**config.mk**
```make
export PLATFORM = sky130hd
export DESIGN_NAME = pwr_mode_ctrl
export DESIGN_NICKNAME = d
export VERILOG_FILES = /design/src/rtl/pwr_mode_pkg.sv /design/src/rtl/pmc_rst_qual.sv /design/src/rtl/pmc_ctrl_reg.sv /design/src/rtl/pmc_mode_fsm.sv /design/src/rtl/pmc_strobe_drv.sv /design/src/rtl/pwr_mode_ctrl.sv
export SDC_FILE = /design/constraint.sdc
export NUM_CORES = 1
export LEC_CHECK = 0
export ABC_AREA = 0
export BUFFER_PORTS_ARGS = -buffer_cell sky130_fd_sc_hd__buf_2
export CAP_MARGIN = 20
export CORE_UTILIZATION = 46
export DETAILED_ROUTE_END_ITERATION = 12
export GPL_TIMING_DRIVEN = 0
export PLACE_DENSITY_LB_ADDON = 0.3
export SKIP_LAST_GASP = 1
export SYNTH_ARGS = -nofsm -noshare
export SYNTH_HDL_FRONTEND = slang
export SYNTH_SLANG_ARGS = --single-unit
```
**constraint.sdc**
```tcl
create_clock -name clk -period 4.6 [get_ports clk]
set_input_delay 0 -clock clk [delete_from_list [all_inputs] [get_ports clk]]
set_output_delay 0 -clock clk [all_outputs]
set_load 0.03 [all_outputs]
```
**src/rtl/pwr_mode_pkg.sv**
```systemverilog
package pwr_mode_pkg;

    typedef enum logic [1:0] {
        PM_RUN   = 2'd0,
        PM_IDLE  = 2'd1,
        PM_PDOWN = 2'd2
    } pm_mode_e;

    // Bit positions of the control byte
    localparam int unsigned POS_BAUD = 7;
    localparam int unsigned POS_GPF1 = 3;
    localparam int unsigned POS_GPF0 = 2;
    localparam int unsigned POS_PDN  = 1;
    localparam int unsigned POS_IDL  = 0;

    typedef struct packed {
        logic baud;
        logic gpf1;
        logic gpf0;
        logic pdn;
        logic idl;
    } pmreg_t;

    localparam pmreg_t PMREG_RESET = '{baud: 1'b0, gpf1: 1'b0, gpf0: 1'b0, pdn: 1'b0, idl: 1'b0};

    // Decode a written byte; a power-down request suppresses the idle request.
    function automatic pmreg_t byte_to_reg(input logic [7:0] b);
        pmreg_t r;
        r.baud = b[POS_BAUD];
        r.gpf1 = b[POS_GPF1];
        r.gpf0 = b[POS_GPF0];
        r.pdn  = b[POS_PDN];
        r.idl  = b[POS_IDL] & ~b[POS_PDN];
        return r;
    endfunction

    // Reserved positions read as zero.
    function automatic logic [7:0] reg_to_byte(input pmreg_t r);
        logic [7:0] b;
        b = '0;
        b[POS_BAUD] = r.baud;
        b[POS_GPF1] = r.gpf1;
        b[POS_GPF0] = r.gpf0;
        b[POS_PDN]  = r.pdn;
        b[POS_IDL]  = r.idl;
        return b;
    endfunction

    function automatic pm_mode_e mode_from_req(input pmreg_t r, input pm_mode_e cur);
        if (r.pdn)      return PM_PDOWN;
        else if (r.idl) return PM_IDLE;
        else            return cur;
    endfunction

endpackage

```
**src/rtl/pmc_rst_qual.sv**
```systemverilog
module pmc_rst_qual #(
    parameter int unsigned THRESH = 24
) (
    input  logic clk,
    input  logic rst,
    input  logic pin,
    output logic qual
);
    localparam int unsigned CW = $clog2(THRESH + 1);
    localparam logic [CW-1:0] LIMIT = CW'(THRESH);

    logic [CW-1:0] cnt_q;

    always_ff @(posedge clk) begin
        if (rst) begin
            cnt_q <= '0;
        end else if (!pin) begin
            cnt_q <= '0;
        end else if (cnt_q != LIMIT) begin
            cnt_q <= cnt_q + 1'b1;
        end
    end

    assign qual = (cnt_q == LIMIT);
endmodule

```
**src/rtl/pmc_ctrl_reg.sv**
```systemverilog
module pmc_ctrl_reg
    import pwr_mode_pkg::*;
#(
    parameter logic [7:0] ADDR = 8'h87
) (
    input  logic       clk,
    input  logic       clr,
    input  logic       wr_allow,
    input  logic [7:0] addr,
    input  logic       wr,
    input  logic       rd,
    input  logic [7:0] wdata,
    input  logic       idle_exit,
    output logic [7:0] rdata,
    output logic       wr_go,
    output pmreg_t     wr_fields,
    output pmreg_t     reg_q
);
    logic hit;

    assign hit       = (addr == ADDR);
    assign wr_go     = wr & hit & wr_allow;
    assign wr_fields = byte_to_reg(wdata);

    always_ff @(posedge clk) begin
        if (clr) begin
            reg_q <= PMREG_RESET;
        end else if (wr_go) begin
            reg_q <= wr_fields;
        end else if (idle_exit) begin
            reg_q.idl <= 1'b0;
        end
    end

    assign rdata = (rd && hit) ? reg_to_byte(reg_q) : 8'h00;
endmodule

```
**src/rtl/pmc_mode_fsm.sv**
```systemverilog
module pmc_mode_fsm
    import pwr_mode_pkg::*;
(
    input  logic     clk,
    input  logic     clr,
    input  logic     wr_go,
    input  pmreg_t   wr_fields,
    input  logic     int_pend,
    output pm_mode_e mode,
    output logic     wr_allow,
    output logic     idle_exit,
    output logic     cpu_clk_en,
    output logic     per_clk_en
);
    pm_mode_e mode_q, mode_d;

    always_comb begin
        mode_d    = mode_q;
        idle_exit = 1'b0;
        unique case (mode_q)
            PM_RUN: begin
                if (wr_go) mode_d = mode_from_req(wr_fields, PM_RUN);
            end
            PM_IDLE: begin
                if (int_pend) begin
                    mode_d    = PM_RUN;
                    idle_exit = 1'b1;
                end
            end
            PM_PDOWN: mode_d = PM_PDOWN;
            default:  mode_d = PM_RUN;
        endcase
    end

    always_ff @(posedge clk) begin
        if (clr) mode_q <= PM_RUN;
        else     mode_q <= mode_d;
    end

    assign mode       = mode_q;
    assign wr_allow   = (mode_q == PM_RUN);
    assign cpu_clk_en = (mode_q == PM_RUN);
    assign per_clk_en = (mode_q != PM_PDOWN);
endmodule

```
**src/rtl/pmc_strobe_drv.sv**
```systemverilog
module pmc_strobe_drv
    import pwr_mode_pkg::*;
#(
    parameter int unsigned NSTROBE = 2
) (
    input  pm_mode_e           mode,
    input  logic [NSTROBE-1:0] core_lvl,
    output logic [NSTROBE-1:0] pin_lvl
);
    for (genvar i = 0; i < NSTROBE; i++) begin : g_strobe
        always_comb begin
            unique case (mode)
                PM_IDLE:  pin_lvl[i] = 1'b1;
                PM_PDOWN: pin_lvl[i] = 1'b0;
                default:  pin_lvl[i] = core_lvl[i];
            endcase
        end
    end
endmodule

```
**src/rtl/pwr_mode_ctrl.sv**
```systemverilog
module pwr_mode_ctrl
    import pwr_mode_pkg::*;
#(
    parameter logic [7:0]  SFR_ADDR   = 8'h87,
    parameter int unsigned OSC_PER_MC = 12,
    parameter int unsigned QUAL_MC    = 2
) (
    input  logic       clk,
    input  logic       rst,
    input  logic       rst_pin,
    input  logic [7:0] sfr_addr,
    input  logic       sfr_wr,
    input  logic       sfr_rd,
    input  logic [7:0] sfr_wdata,
    output logic [7:0] sfr_rdata,
    input  logic       int_pend,
    input  logic       core_ale,
    input  logic       core_psen,
    output logic       cpu_clk_en,
    output logic       per_clk_en,
    output logic [1:0] mode_o,
    output logic       baud_dbl,
    output logic       ale_o,
    output logic       psen_o,
    output logic       core_rst,
    output logic       port_force_ones
);
    localparam int unsigned QUAL_CYC = OSC_PER_MC * QUAL_MC;

    logic     clr;
    logic     wr_allow, wr_go, idle_exit;
    pmreg_t   wr_fields, reg_q;
    pm_mode_e mode;
    logic [1:0] strobe_out;

    pmc_rst_qual #(.THRESH(QUAL_CYC)) u_qual (
        .clk (clk),
        .rst (rst),
        .pin (rst_pin),
        .qual(core_rst)
    );

    assign clr = rst | core_rst;

    pmc_ctrl_reg #(.ADDR(SFR_ADDR)) u_reg (
        .clk      (clk),
        .clr      (clr),
        .wr_allow (wr_allow),
        .addr     (sfr_addr),
        .wr       (sfr_wr),
        .rd       (sfr_rd),
        .wdata    (sfr_wdata),
        .idle_exit(idle_exit),
        .rdata    (sfr_rdata),
        .wr_go    (wr_go),
        .wr_fields(wr_fields),
        .reg_q    (reg_q)
    );

    pmc_mode_fsm u_fsm (
        .clk       (clk),
        .clr       (clr),
        .wr_go     (wr_go),
        .wr_fields (wr_fields),
        .int_pend  (int_pend),
        .mode      (mode),
        .wr_allow  (wr_allow),
        .idle_exit (idle_exit),
        .cpu_clk_en(cpu_clk_en),
        .per_clk_en(per_clk_en)
    );

    pmc_strobe_drv #(.NSTROBE(2)) u_strobe (
        .mode    (mode),
        .core_lvl({core_psen, core_ale}),
        .pin_lvl (strobe_out)
    );

    assign ale_o           = strobe_out[0];
    assign psen_o          = strobe_out[1];
    assign mode_o          = mode;
    assign baud_dbl        = reg_q.baud;
    assign port_force_ones = rst_pin;
endmodule

```
## Word level (Yosys, flattened, before mapping)

Index checks and enable logic that the tools add are counted.

| cells by class | value |
|---|---|
| add/sub/neg operators | 1 |
| equal/unequal tests | 8 |
| multiplexer cells | 12 |
| bitwise logic cells | 6 |
| reduce and logical (&&, ||, !) cells | 5 |

Operators with widths:

| kind | number |
|---|---|
| equality test 8 bit, second input constant | 1 |
| 2-to-1 mux 8 bit | 1 |
| 2-to-1 mux 2 bit | 3 |
| case mux 2 bit (3 select lines) | 1 |
| adder 5 x 1 -> 5 bit, second input constant | 1 |
| equality test 5 bit, second input constant | 1 |
| 2-to-1 mux 1 bit | 5 |
| inequality test 5 bit, second input constant | 1 |
| inequality test 2 bit, second input constant | 2 |
| case mux 1 bit (2 select lines) | 2 |
| bitwise AND 1 bit | 3 |
| equality test 2 x 1 -> 1 bit, second input constant | 1 |
| equality test 2 bit, second input constant | 1 |
| zero test 2 bit | 1 |
| inequality test 2 x 1 -> 1 bit, second input constant | 1 |
| NOT 1 bit | 2 |
| AND reduction 2 bit | 1 |
| nonzero test 2 bit | 1 |
| OR reduction 2 bit | 1 |
| logical AND 1 bit | 1 |
| bitwise OR 1 bit | 1 |

| storage, ports and cells | value |
|---|---|
| register bits after elaboration | 12 |
| bits of input ports | 24 |

## Longest topological paths before layout

Gate-level depths: netlist of run 1.

| logic depth | value |
|---|---|
| word-level depth | 6 |
| gate-level depth with buffers | 6 |
| gate-level depth less buffers | 5 |

## By module

A second synthesis of run 1 with hierarchy kept.

| second synthesis, totals | value |
|---|---|
| cells, all modules | 89 |
| area, all modules | 823.3 um^2 |

By module, submodules not included:

| module | times used | cells an instance | area an instance (um^2) | sequential area each (um^2) |
|---|---|---|---|---|
| pmc_ctrl_reg | 1 | 44 | 365.4 | 100.1 |
| pmc_rst_qual | 1 | 27 | 300.3 | 100.1 |
| pmc_mode_fsm | 1 | 12 | 105.1 | 40.0 |
| pmc_strobe_drv | 1 | 4 | 38.8 | 0.0 |
| pwr_mode_ctrl | 1 | 2 | 13.8 | 0.0 |

## Worst setup path after synthesis of run 1

Ideal clock, no wire load.

| timing path | value |
|---|---|
| kind | flip-flop to flip-flop |
| start point | register u_fsm.mode_q[1] (netlist: u_fsm.mode[1]) |
| end point | register u_reg.reg_q[0] (netlist name) |
| arrival time | 1867 ps |
| path slack | 2661 ps |
| stages on the path, launching flop included | 6 |
| period minus slack after synthesis | 1939 ps |
| cell sequence | dfxtp_1 inv_1 ha_1 inv_1 nor4_2 mux2i_1 |

| on the way | value |
|---|---|
| cells in the longest elaborated chain, start to end | 3 |
| elaborated cells on any way between the ends | 6 |
| classes of those cells | eq/ne: 1; mux: 2; bitwise: 1; reduce/logical: 2 |

RTL lines:

| element | RTL line | text |
|---|---|---|
| start, declared | pmc_mode_fsm.sv:15 | `pm_mode_e mode_q, mode_d;` |
| start signal, assigned | pmc_mode_fsm.sv:37 | `else mode_q <= mode_d;` |
| zero test 2 bit (*) | -- |  |
| net cpu_clk_en | pwr_mode_ctrl.sv:19 | `output logic cpu_clk_en,` |
| bitwise AND 1 bit (*) | pmc_ctrl_reg.sv:22 | `assign wr_go = wr & hit & wr_allow;` |
| 2-to-1 mux 1 bit or nonzero test 2 bit (tied branches) | -- |  |

Mark *: on every way through the listed nets, which the timed path passes. The rest lies on a longest branch.
A chain may end at the register's enable or synchronous reset.

## Final worst setup path of run 1

| timing path | value |
|---|---|
| start point | register u_fsm.mode_q[1] (netlist: u_fsm.mode[1]) |
| end point | register u_reg.reg_q[3] (netlist name) |

| on the way | value |
|---|---|
| cells in the longest elaborated chain, start to end | 2 |

RTL lines:

| element | RTL line | text |
|---|---|---|
| zero test 2 bit | pmc_mode_fsm.sv:41 | `assign wr_allow = (mode_q == PM_RUN);` |
| bitwise AND 1 bit | pmc_ctrl_reg.sv:22 |  |

Every way passes these cells.

==> flow_summary.toml, run 1 <==
[routing]
wl_per_cell_um = 11.2
drt_first_pass_iters = 4
wl_um = 1720
ant_nets = 0
wl_met3_um = 89
drc = 0
routed.top_layer = "met4"
routed_via_density = 4.98
vias = 767
first_iter_violations = 13
wl_met2_um = 900
wl_met1_um = 716

[synth]
synth_top_area_share_pct = 31.3
yosysWarnings = 0
synth_edf_count = 0
synth_area_um2 = 768
avgSynthCellArea_um2 = 8.26
synth_ff_type = "dfxtp_1"
synthCells = 93
seq_area_frac_synth_pct = 31.3
synth_top_area_cell = "dfxtp_1"
synth_area_leaders = "dfxtp_1, ha_1, mux2i_1, nand3_1, inv_1"
synth.distinct_cells = 27
ys_async_sr_fraction_pct = 0
ys_ff_latch = 12

[clock_network]
cts_made_buffers = 3
cts_hold_buf = 5
ctsResizeCount = 0
clkLatencyLatePin_ps = 270
clk_pin_slew_worst_paths_ps = 80
clockRootBuffer = "clkbuf_4"
postCtsSetupBuffers = 0
cts_tree = "done"
cts.sinks = 12
cts_buffer_depth = 2
htreeDepth = 1

[power_and_ir_drop]
clock_power_share_pct = 34.2
p_leak_uw = 0.000518
power_density_nw_per_um2 = 230
seqPwrFrac_pct = 44.3
intPower_uw = 176
combPwrFrac_pct = 21.5
irDropWorstVdd_mv = 0.171
p_switching_uw = 65.9
netSwitchingFraction_pct = 27.2

[placement]
dpl.hpwl_um = 1360
placedInstanceArea_um2 = 966
pre_cts_slack_ps = 2820
routabilityCongestion = 0.756
io_buffers = 34

[final_layout]
final_nets = 168
antenna_cells = 0
fillers = 139
multi_input_area_um2 = 448
syn_to_final_growth_pct = 37.0
regArea_um2 = 240
drive_above_1_share_pct = 33.3
design_area_um2 = 1050

[floorplan]
row_count = 14
die_area_um2 = 1840
die_w_um = 42.9
io_pins = 41
start_util_pct = 49.8
fp.dieH_um = 42.9
fp.coreArea_um2 = 1540

[worst_hold_path]
hold_path_end = "u_reg.reg_q[1]$_SDFFE_PP0P_"
hp-start = "sfr_wdata[1]"
hold_class = "primary input to flop"
whs_path_depth = 3

[timing]
rsz0062_at_grt = "no"
fin_ws_ps = 2800
maxSlewHeadroom_pct = 49.2
tns_ps = 0
worst_hold_slack_ps = 15.5
fmax_mhz = 555
hold_viol = 0
setup-violations-final = 0
drv_slew = 0
worst_pin_slew_ps = 756
fin_worst_skew_ps = 0.874
timing.final.crit_share_pct = 39.2
period_minus_slack_ps = 1800

[worst_setup_path]
worst_setup_path_start_kind = "flop"
required_ps = 4800
ff2ff_setup_slack_ps = 2800
rr_endpoint = "u_reg.reg_q[3]$_SDFFE_PP0P_"
r2r_cells = 5
worstSetupEndpointType = "flop"
crit_slowest_cell = "nor4_2"
worst-setup-path-type = "flop to flop"
worstPathCellList = "inv_1, ha_1, inv_1, nor4_2, mux2i_1"
path_common_cell = "inv_1"
crit_arrival_ps = 2000
cp_slowest_stage_delay_ps = 690
cp_max_fo = 6
r2r-start = "u_fsm.mode[1]$_SDFFE_PP0P_"

[global_routing]
grt.total_usage_pct = 21.3
gr-total-overflow = 0
grt_pass1_wl_um = 2910
grt_start_max_net_pins = 11
antenna_found_initial = 0
grt_pass1_vias = 710

[outcome]
status = "complete, no violations"

[flow_run]
cap_violations = 0
## worst max-delay path by stage
stage	startpoint	end	slack, ps	cells past startpoint
2_1_floorplan	u_fsm.mode[1]$_SDFFE_PP0P_	u_reg.reg_q[0]$_SDFFE_PP0P_	2660	5
3_3_place_gp	u_fsm.mode[1]$_SDFFE_PP0P_	u_fsm.mode[1]$_SDFFE_PP0P_	2820	5
3_5_place_dp	u_fsm.mode[1]$_SDFFE_PP0P_	u_reg.reg_q[3]$_SDFFE_PP0P_	2820	5
4_1_cts	u_fsm.mode[1]$_SDFFE_PP0P_	u_fsm.mode[1]$_SDFFE_PP0P_	2810	5
5_1_grt	u_fsm.mode[1]$_SDFFE_PP0P_	u_reg.reg_q[1]$_SDFFE_PP0P_	2640	5
6_report	u_fsm.mode[1]$_SDFFE_PP0P_	u_reg.reg_q[3]$_SDFFE_PP0P_	2800	5
## state kept, by name, summed over array words and instances, names as in the netlist
register / count
u_fsm.mode: 2
u_qual.cnt_q: 5
u_reg.reg_q: 5
## power groups by stage
stage               logic (uW)  registers (uW)  clock network (uW)
finish                    52.2             107                82.8
global route              56.8             108                92.2
CTS                       52.1             107                85.6
detailed placement        48.8             110                   0
global placement          47.3             110                   0
floorplan                 30.8             111                   0
## per-layer routing
metal | vias to the layer above | track usage, %
met5 | - | 0
met4 | 0 | 5.63
met3 | 2 | 6.81
met2 | 20 | 39.4
met1 | 343 | 22.7
li1 | 402 | -
## cell usage after synthesis, types with 2 or more instances
library cell / number
buf_4: 4
inv_1: 12
o21ai_0: 2
nand3_1: 10
nor3_1: 4
xor2_1: 3
clkbuf_1: 2
dfxtp_1: 12
ha_1: 5
nand4b_1: 4
and2_1: 5
mux2i_1: 6
nor2_1: 5
nand2_1: 6
## cell type report
cell class / count / share of cell area (%)
sequential: 12 / 22.8
multi-input combinational: 64 / 42.6
tap: 16 / 1.90
inverter: 12 / 4.28
timing repair buffer: 39 / 20.9
clock buffer: 4 / 3.45
buffer: 7 / 4.04
## logic make-up (layout without fill, tap and decap cells)
group / Yosys count / count (layout) / synth area share, %
AND/OR/NAND/NOR: 39 / 39 / 28.7
other: 1 / 3 / 0.488
buffers and inverters: 19 / 62 / 11.4
adder cells (fa/ha/maj): 5 / 5 / 8.14
XOR/XNOR: 4 / 4 / 4.56
multiplexers: 7 / 7 / 9.28
AO/OA/AOI/OAI: 6 / 6 / 6.19
flip-flops: 12 / 12 / 31.3
## cells in the final DEF, fill, tap and decap left out, types with 4 or more instances in the layout
cell            n
and2_1          5
buf_2          34
buf_4           4
dfxtp_1        12
dlygate4sd3_1   5
ha_1            5
inv_1          12
mux2i_1         6
nand2_1         6
nand3_1        10
nand4b_1        4
nor2_1          5
nor3_1          4
## per-stage QoR
stage                     instances  total power, uW  utilization [%]
after floorplan                  95              142                -
after global placement          145              157             62.7
after detailed placement        145              159             62.7
after CTS                       154              245             68.3
after global routing            154              257             68.3
final                           154              242             68.3
## worst max-delay path, delay by kind of cell, from the launching register on
| kind | cells | cell delay (ps) |
|---|---|---|
| buffers and inverters | 2 | 180 |
| flip-flops | 1 | 330 |
| adder cells (fa/ha/maj) | 1 | 270 |
| multiplexers | 1 | 250 |
| AND/OR/NAND/NOR | 1 | 690 |
(Power assumes the default switching activity.)
==> run 2: changes to the inputs <==
--- a/config.mk
+++ b/config.mk
@@ -8,7 +8,7 @@
 export ABC_AREA = 0
 export BUFFER_PORTS_ARGS = -buffer_cell sky130_fd_sc_hd__buf_2
 export CAP_MARGIN = 20
-export CORE_UTILIZATION = 46
+export CORE_UTILIZATION = 43
 export DETAILED_ROUTE_END_ITERATION = 12
 export GPL_TIMING_DRIVEN = 0
 export PLACE_DENSITY_LB_ADDON = 0.3
==> constraint.sdc (replaced) <==
create_clock -name clk -period 1.8 [get_ports clk]
set_input_delay 0 -clock clk [delete_from_list [all_inputs] [get_ports clk]]
set_output_delay 0 -clock clk [all_outputs]
set_load 0.03 [all_outputs]
==> flow_summary.toml, run 2 (synthesis gave the netlist of run 1 again) <==
[power_and_ir_drop]
p_leak_uw = 0.000537
combPwrFrac_pct = 22.0
p_switching_uw = 179
netSwitchingFraction_pct = 28.3
finalPower_uw = 632
clock_power_share_pct = 34.6
power_density_nw_per_um2 = 566
irDropWorstVdd_mv = 0.519
seqPwrFrac_pct = 43.4
intPower_uw = 453

[floorplan]
die_w_um = 44.3
row_count = 14
fp.coreArea_um2 = 1590
die_area_um2 = 1960
io_pins = 41
start_util_pct = 48.2
fp.dieH_um = 44.3

[final_layout]
final_common_cell = "buf_2"
antenna_cells = 0
postLayoutCoreUtil_pct = 70.0
drive_above_1_share_pct = 36.6
fin_cells = 166
syn_to_final_growth_pct = 45.3
final_nets = 172
final_cell_mix = "buf_2, inv_1, dfxtp_1, nand3_1, buf_4"

[worst_hold_path]
hp-start = "sfr_wdata[0]"
hold_class = "primary input to flop"

[placement]
dpl.cell_count = 153
routabilityCongestion = 0.760
io_buffers = 34
dpl.hpwl_um = 1340

[timing]
drv_slew = 0
setup-violations-final = 0
period_minus_slack_ps = 1670
fin_worst_skew_ps = 3.94
hold_viol = 0
timing.final.crit_share_pct = 92.5
fmax_mhz = 600
rsz0062_at_grt = "no"
worst_pin_slew_ps = 500
maxSlewHeadroom_pct = 66.4

[routing]
drc = 2
ant_nets = 0
wl_um = 1850
vias = 816
wl_per_cell_um = 11.1
first_iter_violations = 9
routed_via_density = 4.92
drt_first_pass_iters = 8

[clock_network]
htreeDepth = 1
cts_tree = "done"
cts.sinks = 12
cts_made_buffers = 3
clkLatencyLatePin_ps = 280
cts_buffer_depth = 2
clockRootBuffer = "clkbuf_4"
clk_pin_slew_worst_paths_ps = 80

[global_routing]
grt_start_max_net_pins = 11
grt.total_usage_pct = 21.4
grt_pass1_vias = 754
gr-total-overflow = 0
antenna_found_initial = 0
grt_pass1_wl_um = 3040

[worst_setup_path]
worst_setup_path_start_kind = "flop"
worstSetupEndpointType = "flop"
required_ps = 1980
cp_slowest_stage_delay_ps = 470
startpoint = "u_fsm.mode[1]$_SDFFE_PP0P_"
crit_arrival_ps = 1850
crit_slowest_cell = "or4_1"
cp_max_fo = 4
r2r-start = "u_fsm.mode[1]$_SDFFE_PP0P_"
worst-setup-path-type = "flop to flop"
worstPathCellList = "inv_1, ha_1, nor2b_4, or4_1, a311oi_1"

[flow_run]
cap_violations = 0

[outcome]
violations = "DRC"
status = "complete, but fails checks"
[run 2: final timing paths]
kind | slack, ps | depth (start not counted) | to
max reg2reg | 130 | 5 | u_fsm.mode[0]$_SDFFE_PP0P_
min reg2reg | 470 | 2 | u_reg.reg_q[0]$_SDFFE_PP0P_
max | 130 | 5 | u_fsm.mode[0]$_SDFFE_PP0P_
min | 20 | 3 | u_reg.reg_q[0]$_SDFFE_PP0P_
[run 2: what timing repair did]
action,4_1_cts,5_1_grt
endpoints found under the hold margin,6,0
setup endpoints to repair,1,2
setup buffers,0,3
gates resized for setup,1,3
hold buffers,6,0
[run 2: metal layers]
metal | vias up | GRT usage (%) | part of all wire (%)
met5 | - | 0 | 0
met4 | 0 | 11.5 | 1.5
met3 | 4 | 7.76 | 5.0
met2 | 22 | 36.5 | 51
met1 | 376 | 23.0 | 42
li1 | 414 | - | -
[run 2: power groups by stage]
stage | sequential (uW) | clock (uW) | combinational [uW]
after floorplan | 284 | 0 | 81.5
after global placement | 280 | 0 | 124
after detailed placement | 280 | 0 | 127
after CTS | 274 | 224 | 136
after global routing | 275 | 239 | 152
final | 274 | 219 | 139
[run 2: stage by stage]
step           setup WS [ps]  setup TNS [ps]  cell area (um^2)  hold WS, ps
2_1_floorplan           9.96               0               787         72.1
3_3_place_gp            71.9               0               987          204
3_5_place_dp           -20.0           -20.0               987          209
4_1_cts                 31.3               0              1090         14.9
5_1_grt                 21.3               0              1120         22.4
6_report                 134               0              1120         16.1
[run 2: layout make-up]
| cell class | instances | area, um^2 |
|---|---|---|
| Inverter | 12 | 45.0 |
| Clock buffer | 4 | 36.3 |
| Multi-Input combinational cell | 64 | 468 |
| Tap cell | 24 | 30.0 |
| Sequential cell | 12 | 241 |
| Buffer | 7 | 42.5 |
| Timing Repair Buffer | 43 | 253 |
| Fill cell | 157 | 478 |
[run 2: critical path, delay by kind of cell (launching register included)]
kind	cells	cell delay (ps)
flops	1	360
fa+ha+maj	1	220
buf+inv	1	90
compound gates	1	280
simple gates	2	620
